**src/rtl/cs_pkg.sv**
```systemverilog
package cs_pkg;

  typedef struct packed {
    logic [9:0] data_us;
    logic [9:0] pad_us;
  } bit_times_t;

  localparam int unsigned DATA_SLOTS_PER_BYTE = 9;
  localparam int unsigned LONGEST_BYTE_US     = 512;

  function automatic bit_times_t mode_times(input logic [1:0] sel);
    bit_times_t t;
    case (sel)
      2'd0:    begin t.data_us = 10'd44; t.pad_us = 10'd116; end
      2'd1:    begin t.data_us = 10'd40; t.pad_us = 10'd92;  end
      2'd2:    begin t.data_us = 10'd28; t.pad_us = 10'd88;  end
      default: begin t.data_us = 10'd26; t.pad_us = 10'd60;  end
    endcase
    return t;
  endfunction

endpackage

```
**src/rtl/cs_threshold.sv**
```systemverilog
module cs_threshold #(
  parameter int TICKS_PER_US = 2,
  parameter int EXTRA_W      = 8,
  parameter int CNT_W        = 12
) (
  input  logic [1:0]         mode_i,
  input  logic [EXTRA_W-1:0] extra_us_i,
  output logic [CNT_W-1:0]   byte_cyc_o,
  output logic [CNT_W-1:0]   idle_cyc_o
);
  import cs_pkg::*;

  bit_times_t        times;
  logic [CNT_W-1:0]  byte_us;
  logic [CNT_W-1:0]  idle_us;

  always_comb begin
    times   = mode_times(mode_i);
    byte_us = CNT_W'(times.pad_us) + CNT_W'(DATA_SLOTS_PER_BYTE) * CNT_W'(times.data_us);
    idle_us = byte_us + CNT_W'(extra_us_i);
  end

  generate
    if (TICKS_PER_US == 1) begin : g_unit
      assign byte_cyc_o = byte_us;
      assign idle_cyc_o = idle_us;
    end else begin : g_scaled
      assign byte_cyc_o = byte_us * CNT_W'(TICKS_PER_US);
      assign idle_cyc_o = idle_us * CNT_W'(TICKS_PER_US);
    end
  endgenerate

endmodule

```
**src/rtl/cs_low_timer.sv**
```systemverilog
module cs_low_timer #(
  parameter int CNT_W = 12
) (
  input  logic             clk,
  input  logic             rst_n,
  input  logic             line_i,
  input  logic [CNT_W-1:0] limit_i,
  output logic [CNT_W-1:0] run_next_o
);

  logic [CNT_W-1:0] run_q;
  logic [CNT_W-1:0] run_d;
  logic             run_en;

  always_comb begin
    run_en = line_i || (run_q < limit_i);
    run_d  = line_i ? '0 : run_q + CNT_W'(1);
    run_next_o = run_en ? run_d : run_q;
  end

  always_ff @(posedge clk or negedge rst_n) begin
    if (!rst_n)      run_q <= '0;
    else if (run_en) run_q <= run_d;
  end

  // a running low count never wraps back to zero
  a_r8_no_wrap: assert property (@(posedge clk) disable iff (!rst_n)
    (!line_i && run_q != '0) |=> (run_q != '0));

endmodule

```
**src/rtl/cs_flags.sv**
```systemverilog
module cs_flags #(
  parameter int CNT_W = 12
) (
  input  logic             clk,
  input  logic             rst_n,
  input  logic             line_i,
  input  logic [CNT_W-1:0] run_next_i,
  input  logic [CNT_W-1:0] byte_cyc_i,
  input  logic [CNT_W-1:0] idle_cyc_i,
  output logic             busy_o,
  output logic             idle_o,
  output logic             enter_o
);

  logic busy_q, idle_q, enter_q;
  logic busy_d, idle_d, enter_d;

  always_comb begin
    busy_d  = line_i | (busy_q & (run_next_i < byte_cyc_i));
    idle_d  = ~line_i & (run_next_i >= idle_cyc_i);
    enter_d = idle_d & ~idle_q;
  end

  always_ff @(posedge clk or negedge rst_n) begin
    if (!rst_n) begin
      busy_q  <= 1'b0;
      idle_q  <= 1'b0;
      enter_q <= 1'b0;
    end else begin
      busy_q  <= busy_d;
      idle_q  <= idle_d;
      enter_q <= enter_d;
    end
  end

  assign busy_o  = busy_q;
  assign idle_o  = idle_q;
  assign enter_o = enter_q;

  // a high sample yields busy and not idle
  a_r1_high_busy: assert property (@(posedge clk) disable iff (!rst_n)
    line_i |=> (busy_q && !idle_q));

  // busy only drops after a low sample
  a_r3_fall_on_low: assert property (@(posedge clk) disable iff (!rst_n)
    $fell(busy_q) |-> !$past(line_i));

  // idle is only held after a low sample
  a_r4_idle_low: assert property (@(posedge clk) disable iff (!rst_n)
    idle_q |-> !$past(line_i));

  // the strobe coincides with the rise of idle
  a_r6_strobe_rise: assert property (@(posedge clk) disable iff (!rst_n)
    enter_q |-> (idle_q && !$past(idle_q)));

  a_r6_rise_strobe: assert property (@(posedge clk) disable iff (!rst_n)
    $rose(idle_q) |-> enter_q);

  // busy and idle are exclusive
  a_r7_exclusive: assert property (@(posedge clk) disable iff (!rst_n)
    !(busy_q && idle_q));

endmodule

```
**src/rtl/carrier_sense.sv**
```systemverilog
module carrier_sense #(
  parameter int TICKS_PER_US = 2,
  parameter int EXTRA_W      = 8
) (
  input  logic               clk,
  input  logic               rst_n,
  input  logic               line_i,
  input  logic [1:0]         mode_i,
  input  logic [EXTRA_W-1:0] extra_idle_us_i,
  output logic               busy_o,
  output logic               idle_o,
  output logic               idle_enter_o
);

  localparam int MAX_CYC = (int'(cs_pkg::LONGEST_BYTE_US) + (2 ** EXTRA_W) - 1) * TICKS_PER_US;
  localparam int CNT_W   = $clog2(MAX_CYC + 1);

  logic [CNT_W-1:0] byte_cyc;
  logic [CNT_W-1:0] idle_cyc;
  logic [CNT_W-1:0] run_next;

  cs_threshold #(
    .TICKS_PER_US(TICKS_PER_US),
    .EXTRA_W     (EXTRA_W),
    .CNT_W       (CNT_W)
  ) u_thr (
    .mode_i    (mode_i),
    .extra_us_i(extra_idle_us_i),
    .byte_cyc_o(byte_cyc),
    .idle_cyc_o(idle_cyc)
  );

  cs_low_timer #(.CNT_W(CNT_W)) u_timer (
    .clk       (clk),
    .rst_n     (rst_n),
    .line_i    (line_i),
    .limit_i   (idle_cyc),
    .run_next_o(run_next)
  );

  cs_flags #(.CNT_W(CNT_W)) u_flags (
    .clk       (clk),
    .rst_n     (rst_n),
    .line_i    (line_i),
    .run_next_i(run_next),
    .byte_cyc_i(byte_cyc),
    .idle_cyc_i(idle_cyc),
    .busy_o    (busy_o),
    .idle_o    (idle_o),
    .enter_o   (idle_enter_o)
  );

endmodule

```
**config.mk**
```make
export PLATFORM = sky130hd
export DESIGN_NAME = carrier_sense
export DESIGN_NICKNAME = d
export VERILOG_FILES = /design/src/rtl/cs_pkg.sv /design/src/rtl/cs_threshold.sv /design/src/rtl/cs_low_timer.sv /design/src/rtl/cs_flags.sv /design/src/rtl/carrier_sense.sv
export SDC_FILE = /design/constraint.sdc
export NUM_CORES = 1
export LEC_CHECK = 0
export ABC_AREA = 1
export BUFFER_PORTS_ARGS = -buffer_cell sky130_fd_sc_hd__buf_4
export CAP_MARGIN = 25
export CORE_MARGIN = 5
export CORE_UTILIZATION = 55
export DETAILED_ROUTE_END_ITERATION = 8
export PLACE_DENSITY = 0.74
export SLEW_MARGIN = 20
export SYNTH_ARGS = -nofsm -noshare
export SYNTH_HDL_FRONTEND = slang
export SYNTH_SLANG_ARGS = --single-unit
export TNS_END_PERCENT = 10
```
**constraint.sdc**
```tcl
create_clock -name clk -period 4.12 [get_ports clk]
set_clock_uncertainty 0.2 [all_clocks]
set_input_delay 0.824 -clock clk [delete_from_list [all_inputs] [get_ports clk]]
set_output_delay 0.824 -clock clk [all_outputs]
set_load 0.01 [all_outputs]
```
==> impl_results.md <==
* Detailed placement HPWL at 3.83 mm
* Flops & latches, synth at 14
* Via count at 2,315
* Remaining DRCs at 0
* Core area at 3340 um^2
* Syn Nets at 304
* Drt wl/cell at 19.0 um
* Number of global-route vias before repair at roughly 2.2k
* Avg Cell Area, Syn at 7.45 um^2
* Reg2Reg Depth at 23
* GRT Resource Usage Total at 28.4%
* CTS Sinks at 14
* Critical Path End Type: flip-flop
* Part of the Yosys area used for sequential elements at about 19%
* Max Transition Viols Final at 0
* Post-synth EDFFs at 0
* Worst hold-check path type: primary input to asynchronous set/reset pin
* Final net count at roughly 400
* Worst-margin pin slew at 0.568 ns
* Io pins at 16
* Most used cell, CP: nand2_1
* Leakage power at roughly 0.0015 uW
* Worst vdd ir at ~0.00010 V
* Final ANT Viol Nets at 0
* Die height at 68.7 um
* Startpoint Class: primary input
* Fmax at 0.189 GHz
* Final WS setup at -1.17 ns
* Share of layout cells above drive strength 1 at 50.1%
* Reg2reg end: u_flags.busy_o$_DFF_PN0_
* Worst-skew pair later-pin latency at between 0.3 and 0.4 ns
* Gr ovfl total at 0
* # H-tree levels at 1
* Final min period at 5.29 ns
* Post-Syn Area at ~1900 um^2
* Port bufs at 15
* YS warnings at 0
* Drt via density at 5.89
* Largest stage delay, worst path at around 0.33 ns
* CTS tree: yes
* Number of CTS-inserted buffers at 3
* GPL Wtd Cong at 0.866
* Slew margin rel. at 62.1%
* Max-cap violations at 0
* Row count at 21
* Die area at 4720 um^2
* Drt pass-1 iters at 7
* # diodes at 0
* Post-Route Setup TNS at -4.35 ns
* DR iter-0 viols at between 200 and 300
* Reg2reg setup slack at between 0.2 and 0.3 ns
* Largest net degree at the start of global routing at 15
* Antenna violations before repair at 0
* CTS Buffer Depth at 2
* Die W at 68.7 um
* Fin util at 88.1%
* Crit share post-route at 128%
* Global-route wire length before repair at about 10 mm
* Fin. Hold Viols at 0
* Initial core utilization at a little under three fifths
* Share of synthesized registers carrying an async set or reset at 100%
* Crit path DAT at 5.26 ns
* Area Growth Syn to Fin at 55.3%
* Most common cell after layout, fill and taps aside: buf_4
* Cell at the root of the clock tree: clkbuf_4
* Post-synth top flop: dfrtp_1
* Clk slew on worst S/H paths at 0.11 ns
* Synth cell types at 35
* PD cells at 196 nW/um^2
* Worst r2r src: u_timer.run_q[6]$_DFF_PN0_
* Failing checks: negative setup slack
* Mapped Cells at 254
* Critical path class: primary input to flip-flop
* Crit Path Max Fanout at 3
* Unrepaired setup endpoints after global routing: true
* Most frequent cells in the layout: buf_4 (88), inv_1 (46), nand2_1 (29)
* Status: finished, violations left
* Final setup viols at 8
* CP max stage cell: ha_1
* Drt total wl at 7.47 mm
* Worst Path Required at 4.10 ns
## worst max path at each step
stage | start | endpoint | slack, ns | cells past startpoint
global route | mode_i[0] | u_flags.busy_o$_DFF_PN0_ | -1.38 | 34
finish | mode_i[0] | u_flags.busy_o$_DFF_PN0_ | -1.17 | 32
detailed placement | mode_i[0] | u_flags.idle_o$_DFF_PN0_ | -1.24 | 36
CTS | mode_i[0] | u_flags.enter_o$_DFF_PN0_ | -0.75 | 36
floorplan | mode_i[0] | u_flags.enter_o$_DFF_PN0_ | -0.70 | 37
global placement | mode_i[0] | u_flags.idle_o$_DFF_PN0_ | -1.15 | 36
## cell families after synthesis
logic type	Yosys count	share of synthesized area, %
AND/OR/NAND/NOR	111	31.4
adder cells (fa/ha/maj)	37	24.9
flip-flops	14	18.5
XOR/XNOR	6	2.78
AO/OA/AOI/OAI	29	10.6
buffers and inverters	57	11.9
## synth_stat cells (all sizes together) (2+ instances only)
master / n / area (um^2)
inv: 55 / 209
nand3b: 2 / 15.0
nand3: 28 / 185
a211oi: 4 / 30.0
nor2: 16 / 77.6
or2: 2 / 12.5
nand4: 6 / 37.5
o2111ai: 2 / 17.5
o21ai: 9 / 52.6
nand2: 50 / 225
ha: 36 / 450
a21oi: 11 / 70.1
nor4: 3 / 18.8
xor2: 3 / 26.3
a21boi: 2 / 18.8
xnor2: 3 / 26.3
nor3: 2 / 10.0
dfrtp: 14 / 350
## routing by layer
metal | global-route usage (%) | up-vias | part of all wire [%]
li1 | - | 1017 | -
met1 | 31.1 | 1055 | 35
met2 | 51.6 | 179 | 49
met3 | 3.57 | 64 | 8.5
met4 | 17.1 | 0 | 7.4
met5 | 0 | - | 0
## power breakdown
part	internal [uW]	switching [uW]	total, uW
sequential	140	4.12	144
combinational	156	161	318
clock	54.0	59.2	113
total	351	225	575
## layout make-up
class                           instances  area (um^2)
Multi-Input combinational cell        183         1590
Timing Repair Buffer                   90          687
Fill cell                             147          398
Sequential cell                        14          350
Inverter                               56          218
Tap cell                               46         57.6
Clock buffer                            4         36.3
## critical path, delay by kind of cell
kind,cells,cell delay [ns]
simple gates,14,1.69
buf+inv,6,0.57
fa+ha+maj,4,0.92
compound gates,6,0.77
xor+xnor,2,0.46
## per-stage QoR
step / cell area, um^2 / std cells / setup slack [ns] / hold slack, ns / total power (uW)
2_1_floorplan: 1980 / 254 / -0.696 / 0.270 / 280
3_3_place_gp: 2420 / 351 / -1.15 / 0.217 / 357
3_5_place_dp: 2420 / 351 / -1.24 / 0.223 / 361
4_1_cts: 2770 / 386 / -0.745 / 0.160 / 517
5_1_grt: 2940 / 393 / -1.38 / 0.149 / 600
6_report: 2940 / 393 / -1.17 / 0.146 / 575
## flip-flops by register name, summed over array words and instances, names as in the netlist
signal and count:
u_timer.run_q 11, u_flags.busy_o 1, u_flags.enter_o 1, u_flags.idle_o 1
## what timing repair did
| item | in CTS | in global routing |
|---|---|---|
| gates resized for setup | 23 | 22 |
| gates cloned | 0 | 0 |
| endpoints found under the setup margin | 3 | 9 |
| setup buffers | 31 | 8 |
| hold buffers | 0 | 0 |
| pin swaps | 32 | 40 |
Power figures use the tool's default switching activity.
